File: config.mk
export PLATFORM = sky130hd
export DESIGN_NAME = operand_byte_decoder
export DESIGN_NICKNAME = d
export VERILOG_FILES = /design/src/rtl/opd_pkg.sv /design/src/rtl/opd_len.sv /design/src/rtl/opd_merge.sv /design/src/rtl/operand_byte_decoder.sv
export SDC_FILE = /design/constraint.sdc
export NUM_CORES = 1
export LEC_CHECK = 0
export BUFFER_PORTS_ARGS = -buffer_cell sky130_fd_sc_hd__clkbuf_2
export CAP_MARGIN = 40
export CORE_MARGIN = 1
export CORE_UTILIZATION = 48
export CTS_CLUSTER_SIZE = 16
export DETAILED_ROUTE_END_ITERATION = 10
export GPL_TIMING_DRIVEN = 1
export HOLD_SLACK_MARGIN = 0.05
export PLACE_DENSITY = 0.75
export SLEW_MARGIN = 20
export SYNTH_ARGS = -nofsm -noshare
export SYNTH_HDL_FRONTEND = slang
export SYNTH_SLANG_ARGS = --single-unit
File: constraint.sdc
create_clock -name clk -period 1.95 [get_ports clk]
set_clock_uncertainty 0.05 [all_clocks]
set_input_delay 0.0975 -clock clk [delete_from_list [all_inputs] [get_ports clk]]
set_output_delay 0.0975 -clock clk [all_outputs]
set_load 0.005 [all_outputs]
File: src/rtl/opd_pkg.sv
package opd_pkg;

    localparam int TYPE_W = 3;

    typedef enum logic [TYPE_W-1:0] {
        PT_UBYTE = 3'd0,
        PT_SBYTE = 3'd1,
        PT_SMALL = 3'd2,
        PT_COMPACT = 3'd3,
        PT_WORD = 3'd4
    } ptype_e;

    typedef enum logic [1:0] {
        PH_IDLE = 2'd0,
        PH_FIRST = 2'd1,
        PH_SECOND = 2'd2,
        PH_HOLD = 2'd3
    } phase_e;

endpackage

File: src/rtl/opd_len.sv
// Decides whether a parameter needs a second byte.
module opd_len
    import opd_pkg::*;
#(
    parameter int BYTE_W = 8
) (
    input  logic [TYPE_W-1:0] ptype,
    input  logic [BYTE_W-1:0] first_byte,
    output logic              two_bytes
);
    always_comb begin
        case (ptype)
            PT_COMPACT: two_bytes = first_byte[BYTE_W-1];
            PT_WORD:    two_bytes = 1'b1;
            default:    two_bytes = 1'b0;
        endcase
    end
endmodule

File: src/rtl/opd_merge.sv
// Forms the parameter value from one or two bytes.
module opd_merge
    import opd_pkg::*;
#(
    parameter int BYTE_W = 8,
    localparam int VAL_W = 2 * BYTE_W
) (
    input  logic [TYPE_W-1:0] ptype,
    input  logic [BYTE_W-1:0] lead,
    input  logic [BYTE_W-1:0] trail,
    input  logic              pair,
    output logic [VAL_W-1:0]  value
);
    always_comb begin
        case (ptype)
            PT_SBYTE:   value = {{BYTE_W{lead[BYTE_W-1]}}, lead};
            PT_COMPACT: value = pair ? {1'b0, lead[BYTE_W-2:0], trail}
                                     : {{BYTE_W{1'b0}}, lead};
            PT_WORD:    value = {trail, lead};
            default:    value = {{BYTE_W{1'b0}}, lead};
        endcase
    end
endmodule

File: src/rtl/operand_byte_decoder.sv
module operand_byte_decoder
    import opd_pkg::*;
#(
    parameter int BYTE_W = 8,
    localparam int VAL_W = 2 * BYTE_W
) (
    input  logic              clk,
    input  logic              rst_n,
    input  logic              req_valid,
    input  logic [TYPE_W-1:0] req_type,
    output logic              req_ready,
    input  logic              in_valid,
    input  logic [BYTE_W-1:0] in_byte,
    output logic              in_ready,
    output logic              res_valid,
    output logic [VAL_W-1:0]  res_data,
    output logic [1:0]        res_count,
    input  logic              res_ready
);

    typedef struct packed {
        phase_e            phase;
        logic [TYPE_W-1:0] ptype;
        logic [BYTE_W-1:0] lead;
        logic [VAL_W-1:0]  value;
        logic [1:0]        count;
    } state_t;

    state_t st_d, st_q;

    logic              need_two;
    logic [BYTE_W-1:0] lead_src;
    logic              pair_sel;
    logic [VAL_W-1:0]  merged;

    assign lead_src = (st_q.phase == PH_FIRST) ? in_byte : st_q.lead;
    assign pair_sel = (st_q.phase == PH_SECOND);

    opd_len #(.BYTE_W(BYTE_W)) u_len (
        .ptype      (st_q.ptype),
        .first_byte (in_byte),
        .two_bytes  (need_two)
    );

    opd_merge #(.BYTE_W(BYTE_W)) u_merge (
        .ptype (st_q.ptype),
        .lead  (lead_src),
        .trail (in_byte),
        .pair  (pair_sel),
        .value (merged)
    );

    assign req_ready = (st_q.phase == PH_IDLE);
    assign in_ready  = (st_q.phase == PH_FIRST) || (st_q.phase == PH_SECOND);
    assign res_valid = (st_q.phase == PH_HOLD);
    assign res_data  = st_q.value;
    assign res_count = st_q.count;

    always_comb begin
        st_d = st_q;
        case (st_q.phase)
            PH_IDLE: begin
                if (req_valid) begin
                    st_d.ptype = req_type;
                    st_d.phase = PH_FIRST;
                end
            end
            PH_FIRST: begin
                if (in_valid) begin
                    st_d.lead = in_byte;
                    if (need_two) begin
                        st_d.phase = PH_SECOND;
                    end else begin
                        st_d.value = merged;
                        st_d.count = 2'd1;
                        st_d.phase = PH_HOLD;
                    end
                end
            end
            PH_SECOND: begin
                if (in_valid) begin
                    st_d.value = merged;
                    st_d.count = 2'd2;
                    st_d.phase = PH_HOLD;
                end
            end
            default: begin
                if (res_ready) begin
                    st_d.phase = PH_IDLE;
                end
            end
        endcase
    end

    always_ff @(posedge clk or negedge rst_n) begin
        if (!rst_n) begin
            st_q <= '{phase: PH_IDLE, ptype: '0, lead: '0, value: '0, count: '0};
        end else begin
            st_q <= st_d;
        end
    end

    AST_UB_HIGH_ZERO: assert property (@(posedge clk) disable iff (!rst_n)
        res_valid && st_q.ptype == PT_UBYTE |-> res_data[VAL_W-1:BYTE_W] == '0 && res_count == 2'd1);
    AST_SB_EXTEND: assert property (@(posedge clk) disable iff (!rst_n)
        res_valid && st_q.ptype == PT_SBYTE |-> res_data[VAL_W-1:BYTE_W] == {BYTE_W{res_data[BYTE_W-1]}});
    AST_SMALL_ONE: assert property (@(posedge clk) disable iff (!rst_n)
        res_valid && st_q.ptype == PT_SMALL |-> res_count == 2'd1 && res_data[VAL_W-1:BYTE_W] == '0);
    AST_COMPACT_SHORT: assert property (@(posedge clk) disable iff (!rst_n)
        res_valid && st_q.ptype == PT_COMPACT && res_count == 2'd1 |-> res_data[VAL_W-1:BYTE_W-1] == '0);
    AST_COMPACT_TOP: assert property (@(posedge clk) disable iff (!rst_n)
        res_valid && st_q.ptype == PT_COMPACT |-> !res_data[VAL_W-1]);
    AST_WORD_TWO: assert property (@(posedge clk) disable iff (!rst_n)
        res_valid && st_q.ptype == PT_WORD |-> res_count == 2'd2);
    AST_GAP_HOLD: assert property (@(posedge clk) disable iff (!rst_n)
        st_q.phase == PH_SECOND && !in_valid |=> st_q.phase == PH_SECOND && $stable(st_q.lead));
    AST_COUNT_RANGE: assert property (@(posedge clk) disable iff (!rst_n)
        res_valid |-> res_count == 2'd1 || res_count == 2'd2);
    AST_RES_STABLE: assert property (@(posedge clk) disable iff (!rst_n)
        res_valid && !res_ready |=> res_valid && $stable(res_data) && $stable(res_count));
    AST_NO_REQ_BUSY: assert property (@(posedge clk) disable iff (!rst_n)
        req_ready |-> !res_valid && !in_ready);
    AST_SPARE_CODES: assert property (@(posedge clk) disable iff (!rst_n)
        res_valid && st_q.ptype > PT_WORD |-> res_count == 2'd1 && res_data[VAL_W-1:BYTE_W] == '0);

endmodule

Word-level counts from Yosys, hierarchy flattened:

Cells that the tools add are included.

* add/sub/neg operators: 0
* multipliers: 0
* divide/modulo/power cells: 0
* magnitude comparators: 0
* equal/unequal tests: 10
* shifts and indexed selects: 0
* muxes and demuxes: 14
* bitwise gates (word level): 0
* reductions and logical operators: 8

Operator list (count)
* $mux 18: 3
* $pmux 16 s3: 1
* $pmux 18 s2: 1
* $mux 15: 1
* $mux 8: 1
* $ne 2x2->1 const B: 4
* $reduce_and 4->1: 2
* $mux 2: 3
* $pmux 2 s3: 1
* $mux 5: 1
* $eq 2x2->1 const B: 2
* $reduce_and 2->1: 2
* $reduce_bool 4->1: 1
* $eq 3x1->1 const B: 1
* $eq 3x2->1 const B: 1
* $eq 3x3->1 const B: 1
* $eq 2x1->1 const B: 1
* $logic_not 2->1: 1
* $pmux 1 s2: 1
* $reduce_bool 2->1: 1
* $logic_or 1x1->1: 1
* $mux 1: 1

* flip-flop bits (word level): 31
* bits in latches: 0
* RAM bits: 0
* bits in read-only memories: 0
* input bits: 16
* output and inout port bits: 21
* word-level logic and storage cells: 37
* memories: 0

Logic depth before layout (Yosys ltp):

Gate-level depths: netlist of run 1.

* depth in word-level cells: 7
* depth in mapped cells: 8
* mapped depth without buffers: 6

Modules after synthesis:

Synthesis of run 1 repeated with hierarchy kept, for this count alone.

* cells, all modules: 136
* area, all modules: 1850.5 um^2

Modules (own cells, without submodules)
* operand_byte_decoder: instances 1, cells each 109, area an instance 1574.0 um^2, sequential area each 775.7 um^2
* opd_merge: instances 1, cells each 24, area an instance 252.7 um^2, sequential area each 0.0 um^2
* opd_len: instances 1, cells each 3, area an instance 23.8 um^2, sequential area each 0.0 um^2

Worst setup path before layout of run 1:

Ideal clock, no wire load.

* kind: register to register
* start: reg st_q[29] (netlist name)
* end: reg st_q, in the netlist res_data[0]
* setup time: 0.125 ns
* data arrival time: 1.680 ns
* data required time: 1.775 ns
* path slack: 0.095 ns
* stages on the path, launching flop included: 8
* path buffers: 1
* period minus slack after synthesis: 1.855 ns
* cells stage by stage: dfrtp_1 > inv_1 > ha_1 > nand4b_1 > and2_1 > buf_6 > mux2_1 > mux2_2

* elaborated cells on any way between the ends: 14
* classes of those cells: eq/ne: 5; mux: 7; reduce/logical: 2

RTL lines
* start: declaration: RTL line operand_byte_decoder.sv:29 `state_t st_d, st_q;`
* start signal: assignment: RTL line operand_byte_decoder.sv:97 `st_q <= '{phase: PH_IDLE, ptype: '0, lead: '0, value: '0, count: '0};`
* start signal: assignment: RTL line operand_byte_decoder.sv:99 `st_q <= st_d;`
* $eq 2x2->1 (*): RTL line operand_byte_decoder.sv:37 `assign pair_sel = (st_q.phase == PH_SECOND);`
* net pair_sel: RTL line operand_byte_decoder.sv:33 `logic pair_sel;`
* $mux 15: RTL line opd_merge.sv:17 `PT_COMPACT: value = pair ? {1'b0, lead[BYTE_W-2:0], trail}`
* $pmux 16 s3: RTL line opd_merge.sv:15 `case (ptype)`
* $mux 18: RTL line operand_byte_decoder.sv:71 `if (need_two) begin`
* $mux 18: RTL line operand_byte_decoder.sv:69 `if (in_valid) begin`
* $pmux 18 s2: RTL line operand_byte_decoder.sv:61 `case (st_q.phase)`

Mark *: on every way through the listed nets, which the timed path passes. The rest lies on a longest branch. The select of a mux whose other input is x is not followed.
A chain may end at the register's enable or synchronous reset.

Worst setup path in the final report of run 1:

* start: reg st_q[29] (netlist name)
* end: reg st_q, in the netlist res_data[13]

The elaborated chain is that of the path after synthesis.

==> results of run 1 <==
==> path summary, 6_finish.rpt <==
kind,from,end,cells after the start
min,req_valid,st_q[27],3
max in group asynchronous,rst_n,st_q[29],4
max reg2reg,st_q[29],res_data[13],6
min in group asynchronous,rst_n,res_data[13],3
min reg2reg,res_data[7],res_data[7],1
max,st_q[29],res_data[13],6
==> flip-flops by register name, indices dropped and copies added, names as in the netlist <==
| register | count |
|---|---|
| res_count | 2 |
| st_q | 13 |
| res_data | 16 |
==> power by group through the flow <==
stage | registers, mW | logic, mW | clock network (mW)
after floorplan | 1.07 | 1.23 | 0
after global placement | 1.11 | 1.37 | 0
after detailed placement | 1.13 | 1.42 | 0
after CTS | 1.13 | 1.46 | 0.394
after global routing | 1.18 | 1.63 | 0.414
final | 1.14 | 1.49 | 0.375
==> cell families (layout without fill, tap and decap cells) <==
group | count (synthesis) | after routing
fa+ha+maj | 4 | 4
flops | 31 | 31
mux | 39 | 39
buf+inv | 26 | 65
compound gates | 15 | 15
simple gates | 13 | 13
==> worst max-delay path: stages, from the launching register on <==
cell and delay (ps):
dfrtp_2 420, inv_1 80, ha_1 210, nand4b_1 160, o21ai_1 200, a221o_1 410, mux2_4 250
==> final cells by class <==
| class | count | area (um^2) |
|---|---|---|
| fillers | 295 | 1330 |
| flip-flops and latches | 31 | 777 |
| multi-input cells | 71 | 758 |
| repair buffers | 53 | 365 |
| well taps | 46 | 57.6 |
| clock buffers | 6 | 51.3 |
| inverters | 5 | 18.8 |
| clock inverters | 1 | 5.00 |
==> stage by stage <==
stage          setup slack [ps]  total power [mW]
2_1_floorplan              95.1              2.31
3_3_place_gp               5.32              2.48
3_5_place_dp              -81.8              2.55
4_1_cts                    34.7              2.98
5_1_grt                   -8.41              3.22
6_report                   54.9              3.01
==> cell usage in the layout (no fill, tap or decap), drive strengths merged, types with 2 or more instances in the layout <==
cell type    count
mux2            37
nand4b           2
clkbuf          42
a221o            7
a21oi            2
dfrtp           31
buf              4
dlygate4sd3     13
nand2            4
mux2i            2
o21ai            4
inv              5
nor2             3
ha               4
==> timing repair <==
action | 4_1_cts | 5_1_grt
setup buffers | 0 | 0
pin swaps | 0 | 1
resized for setup | 2 | 5
hold buffers | 12 | 1
gates cloned | 0 | 0
endpoints found under the setup margin | 9 | 17
hold endpoints to repair | 42 | 1
==> per-layer routing <==
metal,vias to the layer above,global-route usage [%],part of all wire (%)
li1,524,-,-
met1,504,24.3,45
met2,26,27.5,48
met3,11,6.93,4.7
met4,0,7.79,2.1
met5,-,0,0
==> flow_metrics.env, run 1 <==
export IMPL_antenna_found_initial=0
export IMPL_synth_top_area_cell="dfrtp_1"
export IMPL_nNetsFinal=187
export IMPL_maxSlewHeadroom_pct=65.3
export IMPL_cts_sinks=31
export IMPL_insertion_delay_ps=330
export IMPL_synth_top_area_share_pct=46.0
export IMPL_postLayoutCoreUtil_pct=60.5
export IMPL_synth_commonest_cells="dfrtp_1, mux2_2, buf_4, mux2_4, mux2_1"
export IMPL_worst_slew_pin_slew_ps=517
export IMPL_ys_top_cells_by_area="dfrtp_1, mux2_2, buf_4"
export IMPL_pin_count=37
export IMPL_synth_compound_area_share_pct=7.49
export IMPL_start_kind="flop"
export IMPL_layout_drive_gt1_share_pct=49.7
export IMPL_finalCritPeriodShare_pct=97.2
export IMPL_synth_avg_cell_area_um2=13.2
export IMPL_finalHoldViolations=0
export IMPL_synth_fa_ha_area_share_pct=2.97
export IMPL_grt_max_degree=32
export IMPL_grt_overflow=0
export IMPL_pwr_share_comb_pct=49.7
export IMPL_wl_per_cell_um=14.3
export IMPL_synth_edf_count=0
export IMPL_clkPwrFrac_pct=12.5
export IMPL_maxCapViolations=0
export IMPL_die_h_um=61.3
export IMPL_synthSimpleGateAreaFrac_pct=4.97
export IMPL_arrival_ps=2070
export IMPL_intPower_mw=1.97
export IMPL_vias=1065
export IMPL_port_buffers=36
export IMPL_synth_top_family_by_area="multiplexers"
export IMPL_final_antenna_net_count=0
export IMPL_critPathRequiredTime_ps=2120
export IMPL_rsz0062_at_grt="true"
export IMPL_yosys_register_bits=31
export IMPL_coreArea_um2=3360
export IMPL_grt_total_usage_pct=18.5
export IMPL_clk_pin_slew_ps=90
export IMPL_dpl_cell_area_um2=1800
export IMPL_h_tree_depth=2
export IMPL_dieArea_um2=3760
export IMPL_num_antenna_cells=0
export IMPL_pwr_share_seq_pct=37.9
export IMPL_power_density_nw_per_um2=1480
export IMPL_fmax_mhz=528
export IMPL_final_area_um2=2030
export IMPL_ys_seq_area_share_pct=46.0
export IMPL_dp_hpwl_mm=2.11
export IMPL_drc_errors=0
export IMPL_dp_cells=192
export IMPL_start_util_pct=50.2
export IMPL_vias_per_cell=5.00
export IMPL_hold_class="input pin to flop"
export IMPL_power_switching_mw=1.04
export IMPL_cts_root_buf="clkbuf_4"
export IMPL_setup_viol=0
export IMPL_fin_crit_ps=1900
export IMPL_netlist_instances=128
export IMPL_slew_violations=0
export IMPL_first_pass_iters=4
export IMPL_crit_type="flop to flop"
export IMPL_synth_fp_nets=148
export IMPL_cp_end_kind="flop"
export IMPL_fp_dieW_um=61.3
export IMPL_whs_ps=161
export IMPL_cts_tree="yes"
export IMPL_yosysMostFrequentCell="dfrtp_1"
export IMPL_tns_ps=0
export IMPL_status="complete, no violations"
export IMPL_cts_buffer_depth=2
export IMPL_r2r_slack_ps=50
export IMPL_drt_initial_drc_count=20
export IMPL_p_leak_nw=0.970
export IMPL_ys_warn_count=0
export IMPL_synth_mux_area_share_pct=27.9
export IMPL_syn2layout_area_growth_pct=20.5
export IMPL_ys_types=23
export IMPL_syn_area_um2=1690
export IMPL_gp_congestion=0.814
export IMPL_fin_cells=213
export IMPL_rows=21
export IMPL_drt_total_wl_mm=3.04
export IMPL_synthFlopType="dfrtp_1"
export IMPL_cp_max_fo=7
export IMPL_synth_xor_area_share_pct=0
export IMPL_grt_pass1_wl_mm=4.84
export IMPL_vdd_ir_drop_worst_uv=766
export IMPL_numCtsBuffers=5
export IMPL_async_flop_share_pct=100
export IMPL_grt_pass1_vias=1018
export IMPL_switching_share_pct=34.5
No activity file was read; power rests on OpenSTA's default activity.
==> run 2: changes to the inputs <==
--- a/config.mk
+++ b/config.mk
@@ -7,6 +7,7 @@
 export LEC_CHECK = 0
 export BUFFER_PORTS_ARGS = -buffer_cell sky130_fd_sc_hd__clkbuf_2
 export CAP_MARGIN = 40
+export CORE_ASPECT_RATIO = 1.2
 export CORE_MARGIN = 1
 export CORE_UTILIZATION = 48
 export CTS_CLUSTER_SIZE = 16
==> run 2 against run 1 <==
First-iteration DRC count grew 30%. Fmax grew 2.1%. Critical path type unchanged. Final area grew 2.3%. Via count grew 2.3%. Global-route usage shrank 0.44 points.
==> flow_metrics.env, run 2 (synthesis results as in run 1) <==
export IMPL_top_layer_used="met4"
export IMPL_fp_dieW_um=56.1
export IMPL_intPower_mw=2.22
export IMPL_fin_crit_ps=1860
export IMPL_p_leak_nw=1.00
export IMPL_dp_hpwl_mm=2.18
export IMPL_layout_commonest_cell="clkbuf_2"
export IMPL_dieArea_um2=3760
export IMPL_layout_drive_gt1_share_pct=52.4
export IMPL_crit_type="flop to flop"
export IMPL_pin_count=37
export IMPL_num_antenna_cells=0
export IMPL_rsz0062_at_grt="false"
export IMPL_fin_cells=205
export IMPL_setup_viol=0
export IMPL_drt_initial_drc_count=26
export IMPL_grt_total_usage_pct=18.1
export IMPL_maxCapViolations=0
export IMPL_dp_cells=185
export IMPL_wl_met1_mm=1.28
export IMPL_critPathRequiredTime_ps=2070
export IMPL_grt_pass1_wl_mm=5.03
export IMPL_drt_total_wl_mm=3.06
export IMPL_fmax_mhz=539
export IMPL_fillers=265
export IMPL_cp_num_buf_inv=1
export IMPL_port_buffers=36
export IMPL_final_cell_mix="clkbuf_2, dfrtp_1, mux2_2"
export IMPL_maxSlewHeadroom_pct=69.1
export IMPL_coreArea_um2=3340
export IMPL_syn2layout_area_growth_pct=23.3
export IMPL_path_delay_family="multiplexers"
export IMPL_largest_reg_flops=16
export IMPL_cp_max_fo=8
export IMPL_grt_max_degree=32
export IMPL_arrival_ps=1970
export IMPL_clkPwrFrac_pct=19.8
export IMPL_holdPathStages=3
export IMPL_hold_class="input pin to flop"
export IMPL_postLayoutCoreUtil_pct=62.3
export IMPL_crit_cells=6
export IMPL_cts_buffer_depth=2
export IMPL_power_density_nw_per_um2=1580
export IMPL_cts_root_buf="clkbuf_8"
export IMPL_start_util_pct=50.6
export IMPL_first_pass_iters=4
export IMPL_cts_tree="yes"
export IMPL_pwr_share_seq_pct=35.0
export IMPL_rows=23
export IMPL_drc_errors=0
export IMPL_final_antenna_net_count=0
export IMPL_cts_sinks=31
export IMPL_start_kind="flop"
export IMPL_finalHoldViolations=0
export IMPL_nNetsFinal=187
export IMPL_cp_end_kind="flop"
export IMPL_clk_pin_slew_ps=60
export IMPL_max_stage_delay_ps=410
export IMPL_vias_per_cell=5.31
export IMPL_h_tree_depth=2
export IMPL_wl_per_cell_um=14.9
export IMPL_dpl_cell_area_um2=1800
export IMPL_final_area_um2=2080
export IMPL_grt_pass1_vias=1074
export IMPL_numCtsBuffers=5
export IMPL_vdd_ir_drop_worst_uv=1470
export IMPL_grt_overflow=0
export IMPL_pwr_share_comb_pct=45.3
export IMPL_status="complete, no violations"
export IMPL_switching_share_pct=32.4
export IMPL_finalCritPeriodShare_pct=95.2
export IMPL_power_switching_mw=1.06
export IMPL_slew_violations=0
export IMPL_cp_slowest_cell="dfrtp_1"
export IMPL_wl_met2_mm=1.55
export IMPL_whs_ps=79.1
export IMPL_antenna_found_initial=0
export IMPL_r2r_cells=6
export IMPL_worst_slew_pin_slew_ps=462
export IMPL_insertion_delay_ps=280
export IMPL_gp_congestion=0.741
export IMPL_crit_path_cell_trace="inv_1 -> ha_2 -> mux2i_2 -> nor4b_4 -> a221o_1 -> mux2_4"
export IMPL_vias=1089
export IMPL_dr_wl_met3_um=141
export IMPL_die_h_um=67.0
-- run 2: cell types whose count changed in the layout (fill, tap and decap cells not counted), moves of 2 or more --
cell           previous run  this run
clkbuf_8                  1         6
dlygate4sd3_1            13        11
clkbuf_4                  5         0
buf_4                     2         4
ha_2                      0         2
-- run 2: final cells by class --
| type | count | area [um^2] | share of cell area, % |
|---|---|---|---|
| inverter | 5 | 18.8 | 0.902 |
| tap | 37 | 46.3 | 2.22 |
| clock inverter | 2 | 35.0 | 1.68 |
| sequential | 31 | 776 | 37.3 |
| multi-input combinational | 71 | 754 | 36.3 |
| timing repair buffer | 53 | 368 | 17.7 |
| clock buffer | 6 | 82.6 | 3.97 |
-- run 2: tightest hold or removal path, stage by stage --
cell      delay (ps)
clkbuf_2         120
inv_1             80
o21ai_0           80
-- run 2: path summary, 6_finish.rpt --
| path | startpoint | end | slack [ps] |
|---|---|---|---|
| setup / recovery | st_q[30] | res_data[13] | 90 |
| hold / removal | in_byte[7] | st_q[25] | 80 |
| setup reg to reg | st_q[30] | res_data[13] | 90 |
| hold reg to reg | res_data[3] | res_data[3] | 460 |
| max in group asynchronous | rst_n | res_data[11] | 1220 |
| min in group asynchronous | rst_n | res_data[6] | 210 |
-- run 2: repair_timing --
action | 4_1_cts | 5_1_grt
hold endpoints to repair | 41 | 0
gates resized for setup | 2 | 6
setup endpoints to repair | 15 | 15
hold buffers | 11 | 0
pin swaps | 0 | 1
buffers inserted | 0 | 0
-- run 2: power by group through the flow --
stage	registers, mW	logic [mW]	clock network, mW
floorplan	1.07	1.23	0
global placement	1.12	1.38	0
detailed placement	1.14	1.43	0
CTS	1.14	1.47	0.666
global route	1.19	1.63	0.688
finish	1.15	1.49	0.648
-- run 2: routing by layer --
layer  track usage [%]  vias to the layer above
li1                  -                      522
met1              22.0                      537
met2              29.0                       22
met3              5.44                        8
met4              9.15                        0
met5                 0                        -
-- run 2: metrics by stage --
stage / total power, mW / TNS [ps] / setup slack (ps)
floorplan: 2.31 / 0 / 95.1
global placement: 2.50 / 0 / 30.6
detailed placement: 2.56 / -244 / -45.0
CTS: 3.27 / 0 / 13.4
global route: 3.51 / 0 / 2.13
finish: 3.28 / 0 / 94.3
